$ cat src/rtl/irq_steer_pkg.sv
package irq_steer_pkg;
  localparam int unsigned DEF_PIRQS  = 4;
  localparam int unsigned DEF_IRQS   = 16;
  localparam int unsigned DEF_DATA_W = 8;
  localparam int unsigned DEF_ADDR_W = 8;

  // Store form of a route value: a set disable flag clears the bits between
  // the flag and the target field.
  function automatic logic [DEF_DATA_W-1:0] route_store(input logic [DEF_DATA_W-1:0] v,
                                                        input int unsigned sel_w);
    logic [DEF_DATA_W-1:0] r;
    r = v;
    if (v[DEF_DATA_W-1]) begin
      for (int b = 0; b < DEF_DATA_W - 1; b++)
        if (b >= sel_w) r[b] = 1'b0;
    end
    return r;
  endfunction
endpackage

$ cat src/rtl/irq_steer_regs.sv
module irq_steer_regs
  import irq_steer_pkg::*;
#(
  parameter int unsigned NUM_PIRQ   = DEF_PIRQS,
  parameter int unsigned SEL_W      = 4,
  parameter int unsigned ADDR_W     = DEF_ADDR_W,
  parameter int unsigned DATA_W     = DEF_DATA_W,
  parameter logic [ADDR_W-1:0] IDX_PORT   = 8'h22,
  parameter logic [ADDR_W-1:0] DAT_PORT   = 8'h23,
  parameter logic [DATA_W-1:0] ID_INDEX   = 8'h02,
  parameter logic [DATA_W-1:0] UNLOCK_KEY = 8'h0F,
  parameter logic [DATA_W-1:0] ROUTE_BASE = 8'h60
) (
  input  logic                             clk,
  input  logic                             rst_n,
  input  logic                             io_wr,
  input  logic                             io_rd,
  input  logic [ADDR_W-1:0]                io_addr,
  input  logic [DATA_W-1:0]                io_wdata,
  output logic [DATA_W-1:0]                io_rdata,
  output logic [NUM_PIRQ-1:0][DATA_W-1:0]  route_o
);
  localparam logic [DATA_W-1:0] ROUTE_RST = {1'b1, {(DATA_W-1){1'b0}}};
  localparam logic [DATA_W-1:0] ALL_ONES  = '1;

  logic [DATA_W-1:0]               idx_q;
  logic                            unl_q;
  logic [NUM_PIRQ-1:0][DATA_W-1:0] route_q;
  logic [NUM_PIRQ-1:0]             hit;

  logic idx_wr, dat_wr, id_sel;
  assign idx_wr = io_wr && (io_addr == IDX_PORT);
  assign dat_wr = io_wr && (io_addr == DAT_PORT);
  assign id_sel = (idx_q == ID_INDEX);

  always_ff @(posedge clk or negedge rst_n) begin
    if (!rst_n)      idx_q <= '0;
    else if (idx_wr) idx_q <= io_wdata;
  end

  always_ff @(posedge clk or negedge rst_n) begin
    if (!rst_n)               unl_q <= 1'b0;
    else if (dat_wr && id_sel) unl_q <= (io_wdata == UNLOCK_KEY);
  end

  for (genvar p = 0; p < NUM_PIRQ; p++) begin : g_route
    localparam logic [DATA_W-1:0] MY_IDX = DATA_W'(ROUTE_BASE + p);
    assign hit[p] = (idx_q == MY_IDX);
    always_ff @(posedge clk or negedge rst_n) begin
      if (!rst_n)                          route_q[p] <= ROUTE_RST;
      else if (dat_wr && unl_q && hit[p])  route_q[p] <= route_store(io_wdata, SEL_W);
    end
  end

  always_comb begin
    io_rdata = '0;
    if (io_rd && io_addr == IDX_PORT) begin
      io_rdata = idx_q;
    end else if (io_rd && io_addr == DAT_PORT) begin
      io_rdata = ALL_ONES;
      if (unl_q) begin
        if (id_sel) io_rdata = UNLOCK_KEY;
        for (int p = 0; p < NUM_PIRQ; p++)
          if (hit[p]) io_rdata = route_q[p];
      end
    end
  end

  assign route_o = route_q;

  // Assertions
  p_index_load_r1: assert property (@(posedge clk) disable iff (!rst_n)
    (io_wr && io_addr == IDX_PORT) |=> (idx_q == $past(io_wdata)));
  p_key_opens_r2: assert property (@(posedge clk) disable iff (!rst_n)
    (dat_wr && id_sel && io_wdata == UNLOCK_KEY) |=> unl_q);
  p_other_closes_r3: assert property (@(posedge clk) disable iff (!rst_n)
    (dat_wr && id_sel && io_wdata != UNLOCK_KEY) |=> !unl_q);
  p_locked_hold_r4: assert property (@(posedge clk) disable iff (!rst_n)
    (!unl_q && dat_wr) |=> $stable(route_q));
  p_locked_read_r4: assert property (@(posedge clk) disable iff (!rst_n)
    (!unl_q && io_rd && io_addr == DAT_PORT) |-> (io_rdata == ALL_ONES));
  p_idle_read_r12: assert property (@(posedge clk) disable iff (!rst_n)
    (!io_rd) |-> (io_rdata == '0));
endmodule

$ cat src/rtl/irq_steer_xbar.sv
module irq_steer_xbar
  import irq_steer_pkg::*;
#(
  parameter int unsigned NUM_PIRQ = DEF_PIRQS,
  parameter int unsigned NUM_IRQ  = DEF_IRQS,
  parameter int unsigned SEL_W    = 4,
  parameter int unsigned DATA_W   = DEF_DATA_W,
  parameter logic [NUM_IRQ-1:0] BLOCKED_MASK = 16'h2107
) (
  input  logic                            clk,
  input  logic                            rst_n,
  input  logic [NUM_PIRQ-1:0][DATA_W-1:0] route_i,
  input  logic [NUM_PIRQ-1:0]             pirq_n_i,
  output logic [NUM_IRQ-1:0]              irq_o
);
  logic [NUM_PIRQ-1:0]              line_on;
  logic [NUM_PIRQ-1:0][NUM_IRQ-1:0] line_vec;

  for (genvar p = 0; p < NUM_PIRQ; p++) begin : g_line
    // Enabled only when every bit above the target field is clear.
    assign line_on[p] = (route_i[p][DATA_W-1:SEL_W] == '0) && !pirq_n_i[p];
    always_comb begin
      line_vec[p] = '0;
      if (line_on[p]) line_vec[p][route_i[p][SEL_W-1:0]] = 1'b1;
    end
  end

  always_comb begin
    irq_o = '0;
    for (int p = 0; p < NUM_PIRQ; p++) irq_o = irq_o | line_vec[p];
    irq_o = irq_o & ~BLOCKED_MASK;
  end

  p_blocked_quiet_r9: assert property (@(posedge clk) disable iff (!rst_n)
    ((irq_o & BLOCKED_MASK) == '0));
  p_idle_quiet_r8: assert property (@(posedge clk) disable iff (!rst_n)
    (&pirq_n_i) |-> (irq_o == '0));
  p_width_r8: assert property (@(posedge clk) disable iff (!rst_n)
    ($countones(irq_o) <= NUM_PIRQ));
endmodule

$ cat src/rtl/irq_steer_top.sv
module irq_steer_top
  import irq_steer_pkg::*;
#(
  parameter int unsigned NUM_PIRQ = DEF_PIRQS,
  parameter int unsigned NUM_IRQ  = DEF_IRQS,
  parameter int unsigned ADDR_W   = DEF_ADDR_W,
  parameter int unsigned DATA_W   = DEF_DATA_W,
  parameter logic [NUM_IRQ-1:0] BLOCKED_MASK = 16'h2107
) (
  input  logic                clk,
  input  logic                rst_n,
  input  logic                io_wr,
  input  logic                io_rd,
  input  logic [ADDR_W-1:0]   io_addr,
  input  logic [DATA_W-1:0]   io_wdata,
  output logic [DATA_W-1:0]   io_rdata,
  input  logic [NUM_PIRQ-1:0] pirq_n,
  output logic [NUM_IRQ-1:0]  irq
);
  localparam int unsigned SEL_W = $clog2(NUM_IRQ);

  logic [NUM_PIRQ-1:0][DATA_W-1:0] route;

  irq_steer_regs #(
    .NUM_PIRQ(NUM_PIRQ), .SEL_W(SEL_W), .ADDR_W(ADDR_W), .DATA_W(DATA_W)
  ) u_regs (
    .clk(clk), .rst_n(rst_n), .io_wr(io_wr), .io_rd(io_rd),
    .io_addr(io_addr), .io_wdata(io_wdata), .io_rdata(io_rdata),
    .route_o(route)
  );

  irq_steer_xbar #(
    .NUM_PIRQ(NUM_PIRQ), .NUM_IRQ(NUM_IRQ), .SEL_W(SEL_W), .DATA_W(DATA_W),
    .BLOCKED_MASK(BLOCKED_MASK)
  ) u_xbar (
    .clk(clk), .rst_n(rst_n), .route_i(route), .pirq_n_i(pirq_n), .irq_o(irq)
  );

  p_reset_quiet_r10: assert property (@(posedge clk) disable iff (!rst_n)
    ($rose(rst_n)) |-> (irq == '0));
endmodule

$ cat config.mk
export PLATFORM = sky130hd
export DESIGN_NAME = irq_steer_top
export DESIGN_NICKNAME = d
export VERILOG_FILES = /design/src/rtl/irq_steer_pkg.sv /design/src/rtl/irq_steer_regs.sv /design/src/rtl/irq_steer_xbar.sv /design/src/rtl/irq_steer_top.sv
export SDC_FILE = /design/constraint.sdc
export NUM_CORES = 1
export LEC_CHECK = 0
export CORE_AREA = 2 2 99 101
export DETAILED_ROUTE_END_ITERATION = 12
export DIE_AREA = 0 0 101 103
export GPL_TIMING_DRIVEN = 0
export PLACE_DENSITY = 0.62
export SYNTH_ARGS = -nofsm -noshare
export SYNTH_HDL_FRONTEND = slang
export SYNTH_HIERARCHICAL = 1
export SYNTH_SLANG_ARGS = --single-unit
$ cat constraint.sdc
create_clock -name clk -period 2.7 [get_ports clk]
set_input_delay 0.27 -clock clk [delete_from_list [all_inputs] [get_ports clk]]
set_output_delay 0.27 -clock clk [all_outputs]
set_load 0.02 [all_outputs]
==> impl_metrics.csv, run 1 <==
group,metric,value,unit
run_status,outcome,"finished clean",
sta,finalWorstPathRequiredPeriod,2.612,ns
die,start_util,0.2917,
die,die_height,103,microns
global_route,gr-usage-met1,0.2065,
placement,placement.cell_area,3352,sq um
global_route,largest_net_degree_at_the_start_of_global_routing,33,
sta,slew_viol_final,0,
pwr,powerDensity,324.3,nW/um^2
routing,drt_via_density,5.608,
routing,detail_route.iter0.violations,214,
routing,drt_pass1_iterations,4,
placement,gp_routability_congestion,0.8766,
sta,max_freq,382.9,MHz
critical_path,critical_path.startpoint,"u_regs/route_o[13]",
die,die_footprint,10400,sq um
critical_path,end_kind,"output pin",
routing,via_count,2378,
clocking,total_clock_buffers_created_by_cts,5,
pwr,power.static_leakage,1.628,nW
placement,dp_hpwl,5692,microns
yosys,seq_area_frac_synth,0.3737,
global_route,met2_usage,0.2626,
critical_path,critPathArrivalTime,2.34,ns
sta,worstMarginPinSlew,0.8432,ns
yosys,postSynth.asyncResetShare,1.000,
die,num_io_pins,48,
clocking,clkSinkCount,41,
routing,post-route-drc-count,0,
final_layout,layout.nets,333,
critical_path,critical_path_peak_fanout,4,
critical_path,worstPathRequired,2.43,ns
final_layout,layout-drive-gt1-share,0.3161,
sta,fin_skew,0.003176,ns
global_route,grt_total_usage,0.1562,
clocking,cts_tree,"built",
clocking,clk_path_buf_depth,2,
clocking,ctsHtreeMaxLevel,2,
global_route,gr-max-usage-layer,"met2",
yosys,post_synth_num_cell_types,49,
routing,route.detailed.wl_per_inst,18.15,microns
die,num_rows,36,
routing,drt_wl_total,7696,microns
final_layout,syn_to_final_growth,27.66,%
global_route,use_met3,0.02712,
critical_path,critical_path.startpoint_type,"register",
clocking,cts_root_buffer,"clkbuf_8",
job,drv.max_cap_violation_count,0,
global_route,globalRouteOverflowTotal,0,
sta,grt_setup_unrepaired,"false",
sta,setup-tns-final,0,ns
global_route,initial_antenna_violation_count,0,
pwr,report.power.total,0.001142,W
sta,final-setup-viol-count,0,
final_layout,fill_cells,955,
clocking,register_clock_pin_slew_on_the_reported_worst_setup_and_hold_paths,0.08,ns
clocking,clkLatencyLatePin,0.29,ns
critical_path,worst_r2r_startpoint,"u_regs/idx_q[7]",
yosys,synthesis.instances,255,
final_layout,design_area,3522,sq um
placement,io_buffers,42,
sta,final.period_utilization,0.9674,
yosys,dominantRegCellSynth,"dfrtp_1",
yosys,synth_edf_count,0,
die,design.core.area,9459,sq um
yosys,avgSynthCellArea,10.82,sq um
worst_hold_path,worst_hold_path_type,"in -> async",
yosys,ys_ff_latch,41,
yosys,netlist_area,2759,sq um
routing,antenna_left,0,
global_route,number_of_global_route_vias_before_repair,2396,
final_layout,diodes,0,
global_route,wire_length_of_the_first_global_routing_pass,12590,microns
yosys,synth-warning-count,6,
critical_path,crit_type,"reg -> out",
sta,finalHoldViolations,0,
sta,relSlewSlack,0.4358,
pwr,ir_drop,0.1602,mV
die,chipWidth,101,microns
==> per-layer routing <==
| metal | part of all wire | vias up |
|---|---|---|
| met1 | 0.47 | 1203 |
| met4 | 0.017 | 0 |
| li1 | - | 1087 |
| met2 | 0.47 | 76 |
| met3 | 0.045 | 12 |
| met5 | 0 | - |
==> kinds of logic (layout without fill, tap and decap cells) <==
family	Yosys count	count (layout)	share of synthesized area
other cells	1	5	0.001359
buf+inv	16	67	0.03174
compound gates	36	36	0.09568
flops	41	41	0.3737
simple gates	112	112	0.2703
mux	49	49	0.2272
==> final timing paths <==
path | endpoint | slack, ns | cells past startpoint
hold reg to reg | u_regs/route_o[21] | 0.55 | 1
setup reg to reg | u_regs/route_o[19] | 0.52 | 5
min in group clk | u_regs/route_o[21] | 0.55 | 1
max in group asynchronous | u_regs/route_o[7] | 1.81 | 3
hold / removal | u_regs/route_o[3] | 0.37 | 2
setup / recovery | irq[15] | 0.09 | 5
==> power by group <==
group	switching [W]	internal, W
Sequential	0.00000737	0.000620
Clock	0.000209	0.000179
Combinational	0.0000660	0.0000615
==> synthesized netlist by cell type, types with 2 or more instances <==
cell type,count,area share
mux2_4,8,0.044
buf_2,2,0.0036
nand2b_1,3,0.0068
nor4_1,4,0.0091
o21ai_0,4,0.0073
a32oi_1,4,0.013
dfrtp_1,37,0.34
nand4b_1,2,0.0064
mux2_2,37,0.15
nand2_1,19,0.026
o22ai_1,4,0.0091
a21oi_1,5,0.0091
or3_4,2,0.0082
clkbuf_2,2,0.0036
a22oi_1,6,0.016
nor2b_1,10,0.023
dfstp_2,4,0.038
a2111oi_0,4,0.013
and4bb_2,3,0.014
nor4b_1,2,0.0064
nor4_2,2,0.0091
buf_4,6,0.016
nor2_1,15,0.020
nor4_4,4,0.031
clkbuf_1,4,0.0054
o211ai_1,2,0.0054
nand3_1,22,0.040
and2_1,4,0.0091
mux4_2,4,0.033
and3_1,3,0.0068
nand4_1,5,0.011
a211o_1,4,0.013
and4b_1,2,0.0073
==> layout make-up <==
| cell class | count | area, sq um | share of cell area |
|---|---|---|---|
| Sequential cell | 41 | 1032 | 0.2931 |
| Clock buffer | 6 | 72.57 | 0.02060 |
| Clock inverter | 2 | 10.01 | 0.002842 |
| Multi-Input combinational cell | 202 | 1717 | 0.4874 |
| Inverter | 1 | 3.754 | 0.001066 |
| Tap cell | 114 | 142.6 | 0.04050 |
| Timing Repair Buffer | 45 | 459.2 | 0.1304 |
| Buffer | 13 | 85.08 | 0.02416 |
==> cell usage in the layout, fill, tap and decap left out, types with 3 or more instances in the layout <==
cell              n
clkbuf_2          4
conb_1            5
buf_2             3
nand4_1           5
dlymetal6s2s_1    6
nor4_1            3
nand2_1          19
a211o_1           4
o21ai_0           4
nor2_1           15
nand2b_1          3
a21oi_1           5
buf_4             8
and4bb_2          3
mux2_2           37
nand3_1          22
nor2b_1          10
dlygate4sd2_1     3
mux2_4            8
o22ai_1           4
dfrtp_1          36
nor4_4            6
clkbuf_8          5
a22oi_1           6
dfstp_2           4
a32oi_1           4
clkdlybuf4s50_1  31
and2_1            4
mux4_2            4
==> worst max-delay path, cell delays in order (launching register included) <==
cell and delay, ns:
dfrtp_1 0.41, or3_4 0.43, nor4_4 0.29, a32oi_1 0.17, o211ai_1 0.12, clkdlybuf4s50_1 0.63
==> metrics by stage <==
stage	hold slack, ns	std cells	setup WS, ns	util
final	0.3684	424	0.08806	0.3724
after global routing	0.3989	424	0.002877	0.3724
after CTS	0.3687	424	0.008386	0.3679
after detailed placement	0.1565	416	-0.3574	0.3544
after global placement	0.5196	415	-0.3708	0.3528
after floorplan	-0.02559	259	0.6597	-
==> repair_timing <==
item	CTS	global route
setup endpoints to repair	17	15
buffers inserted	1	0
hold endpoints to repair	9	0
hold buffers	1	0
gates resized for setup	17	13
pin swaps	1	2
==> registers in the layout (all words and copies together), names as in the netlist <==
| register | cells |
|---|---|
| u_regs/unl_q | 1 |
| u_regs/idx_q | 8 |
| u_regs/route_o | 32 |
Note: power is estimated with default switching activity, not from simulation.
==> run 2: changes to the inputs <==
Settings changed: CELL_PAD_IN_SITES_DETAIL_PLACEMENT set to 1, CELL_PAD_IN_SITES_GLOBAL_PLACEMENT set to 1, CORE_AREA 2 2 99 101 to 2 2 85 87, DIE_AREA 0 0 101 103 to 0 0 87 89, PLACE_DENSITY 0.62 to 0.9.
==> impl_metrics.csv, run 2 (synthesis results as in run 1) <==
group,metric,value,unit
sta,finalHoldWorstSlack,0.09493,ns
final_layout,layout.core_utilization,0.5196,
die,start_util,0.4106,
placement,placed_cells,381,
pwr,ir_drop,0.3657,mV
placement,gp_routability_congestion,0.8656,
final_layout,multiInputGateArea,1740,sq um
final_layout,layout.nets,333,
critical_path,critical_path.startpoint_type,"register",
routing,post-route-drc-count,0,
clocking,clkLatencyLatePin,0.30,ns
die,num_io_pins,48,
clocking,cts_tree,"built",
sta,slew_viol_final,0,
clocking,register_clock_pin_slew_on_the_reported_worst_setup_and_hold_paths,0.08,ns
pwr,powerDensity,330.4,nW/um^2
placement,place_worst_setup_slack,-0.3997,ns
routing,drt_wl_total,8304,microns
sta,relSlewSlack,0.3987,
final_layout,area.sequential,1032,sq um
placement,io_buffers,42,
sta,postLayoutSetupSlackWorst,0.07634,ns
die,die_height,89,microns
global_route,globalRouteOverflowTotal,0,
routing,via_count,2403,
critical_path,timing.critical_path.mode_cell,"nand3_1",
critical_path,slowest_delay,0.60,ns
final_layout,syn_to_final_growth,26.53,%
critical_path,critical_path_peak_fanout,4,
critical_path,path_cells,"or3_4 > nor4_1 > nand3_1 > nand3_1 > clkdlybuf4s50_1",
routing,drt_pass1_iterations,4,
final_layout,stdcell_count,390,
sta,fin_skew,0.006150,ns
global_route,number_of_global_route_vias_before_repair,2531,
clocking,cts_root_buffer,"clkbuf_8",
sta,final-setup-viol-count,0,
critical_path,end_kind,"output pin",
sta,final.period_utilization,0.9717,
critical_path,worstPathRequired,2.43,ns
global_route,initial_antenna_violation_count,0,
clocking,ctsHtreeMaxLevel,2,
sta,max_freq,381.1,MHz
clocking,clkSinkCount,41,
final_layout,layout-drive-gt1-share,0.3290,
global_route,wire_length_of_the_first_global_routing_pass,13550,microns
sta,finalHoldViolations,0,
die,design.core.area,6719,sq um
sta,worstMarginPinSlew,0.9019,ns
final_layout,most_common_cell_after_layout_fill_and_taps_aside,"mux2_2",
global_route,grt_total_usage,0.2284,
routing,antenna_left,0,
final_layout,fill_cells,744,
routing,route.detailed.wl_per_inst,21.29,microns
run_status,outcome,"finished clean",
final_layout,diodes,0,
global_route,largest_net_degree_at_the_start_of_global_routing,42,
placement,dp_hpwl,6057,microns
critical_path,crit_path_top_delay_cell,"clkdlybuf4s50_1",
clocking,clk_path_buf_depth,2,
job,drv.max_cap_violation_count,0,
pwr,power.static_leakage,1.621,nW
worst_hold_path,worst_hold_path_type,"in -> async",
die,num_rows,30,
pwr,report.power.total,0.001153,W
final_layout,largest_register_ffs,32,
die,die_footprint,7743,sq um
sta,finalWorstPathRequiredPeriod,2.624,ns
critical_path,crit_type,"reg -> out",
die,chipWidth,87,microns
routing,drt_via_density,6.162,
critical_path,critPathArrivalTime,2.35,ns
routing,detail_route.iter0.violations,105,
clocking,total_clock_buffers_created_by_cts,5,
final_layout,final_cell_mix,"mux2_2, dfrtp_1, clkdlybuf4s50_1",
[run 2: cell types whose count changed in the layout (fill, tap and decap cells not counted), moves of 2 or more]
cell | previous run | this run
dlygate4sd2_1 | 3 | 6
a2111oi_1 | 2 | 0
a2111oi_2 | 1 | 3
buf_4 | 8 | 10
clkbuf_2 | 4 | 2
[run 2: final cells by class]
type,count,area share
Inverter,1,0.001075
Clock buffer,5,0.01971
Timing Repair Buffer,45,0.1269
Sequential cell,41,0.2957
Buffer,13,0.02437
Multi-Input combinational cell,202,0.4986
Tap cell,80,0.02867
Clock inverter,3,0.005018
[run 2: report_power, final]
part	total, W	internal [W]	switching, W	leakage (nW)
logic	0.000124	0.0000580	0.0000663	1.02
clock network	0.000402	0.000179	0.000223	0.0439
registers	0.000627	0.000620	0.00000751	0.555
[run 2: worst paths after layout]
path | start | to | slack (ns) | cells past startpoint
worst max-delay path | u_regs/route_o[13] | irq[9] | 0.08 | 5
worst min-delay path | rst_n | u_regs/route_o[25] | 0.09 | 1
worst max register to register | u_regs/idx_q[7] | u_regs/route_o[14] | 0.44 | 6
worst min register to register | u_regs/route_o[12] | u_regs/route_o[12] | 0.56 | 1
max in group asynchronous | rst_n | u_regs/idx_q[1] | 1.99 | 1
min in group clk | u_regs/route_o[12] | u_regs/route_o[12] | 0.56 | 1
[run 2: worst max-delay path, delay by kind of cell, from the launching register on]
| family | cells | cell delay [ns] |
|---|---|---|
| flip-flops | 1 | 0.41 |
| AND/OR/NAND/NOR | 4 | 1.05 |
| buffers and inverters | 1 | 0.60 |
[run 2: per-layer routing]
layer | global-route usage | wire, microns
met5 | 0 | 0
met4 | 0.06818 | 151
met3 | 0.03693 | 463
met2 | 0.4101 | 4269
met1 | 0.2827 | 3420
[run 2: per-stage QoR]
step           instance area [sq um]  TNS [ns]
4_1_cts                         3442         0
2_1_floorplan                   2774         0
6_report                        3491         0
3_3_place_gp                    3294    -1.169
3_5_place_dp                    3289    -1.559
5_1_grt                         3491  -0.01037
[run 2: what timing repair did]
action,in CTS,in global routing
hold buffers,0,0
endpoints found under the hold margin,0,0
gates resized for setup,22,12
endpoints found under the setup margin,18,12
pin swaps,1,2
setup buffers,3,0
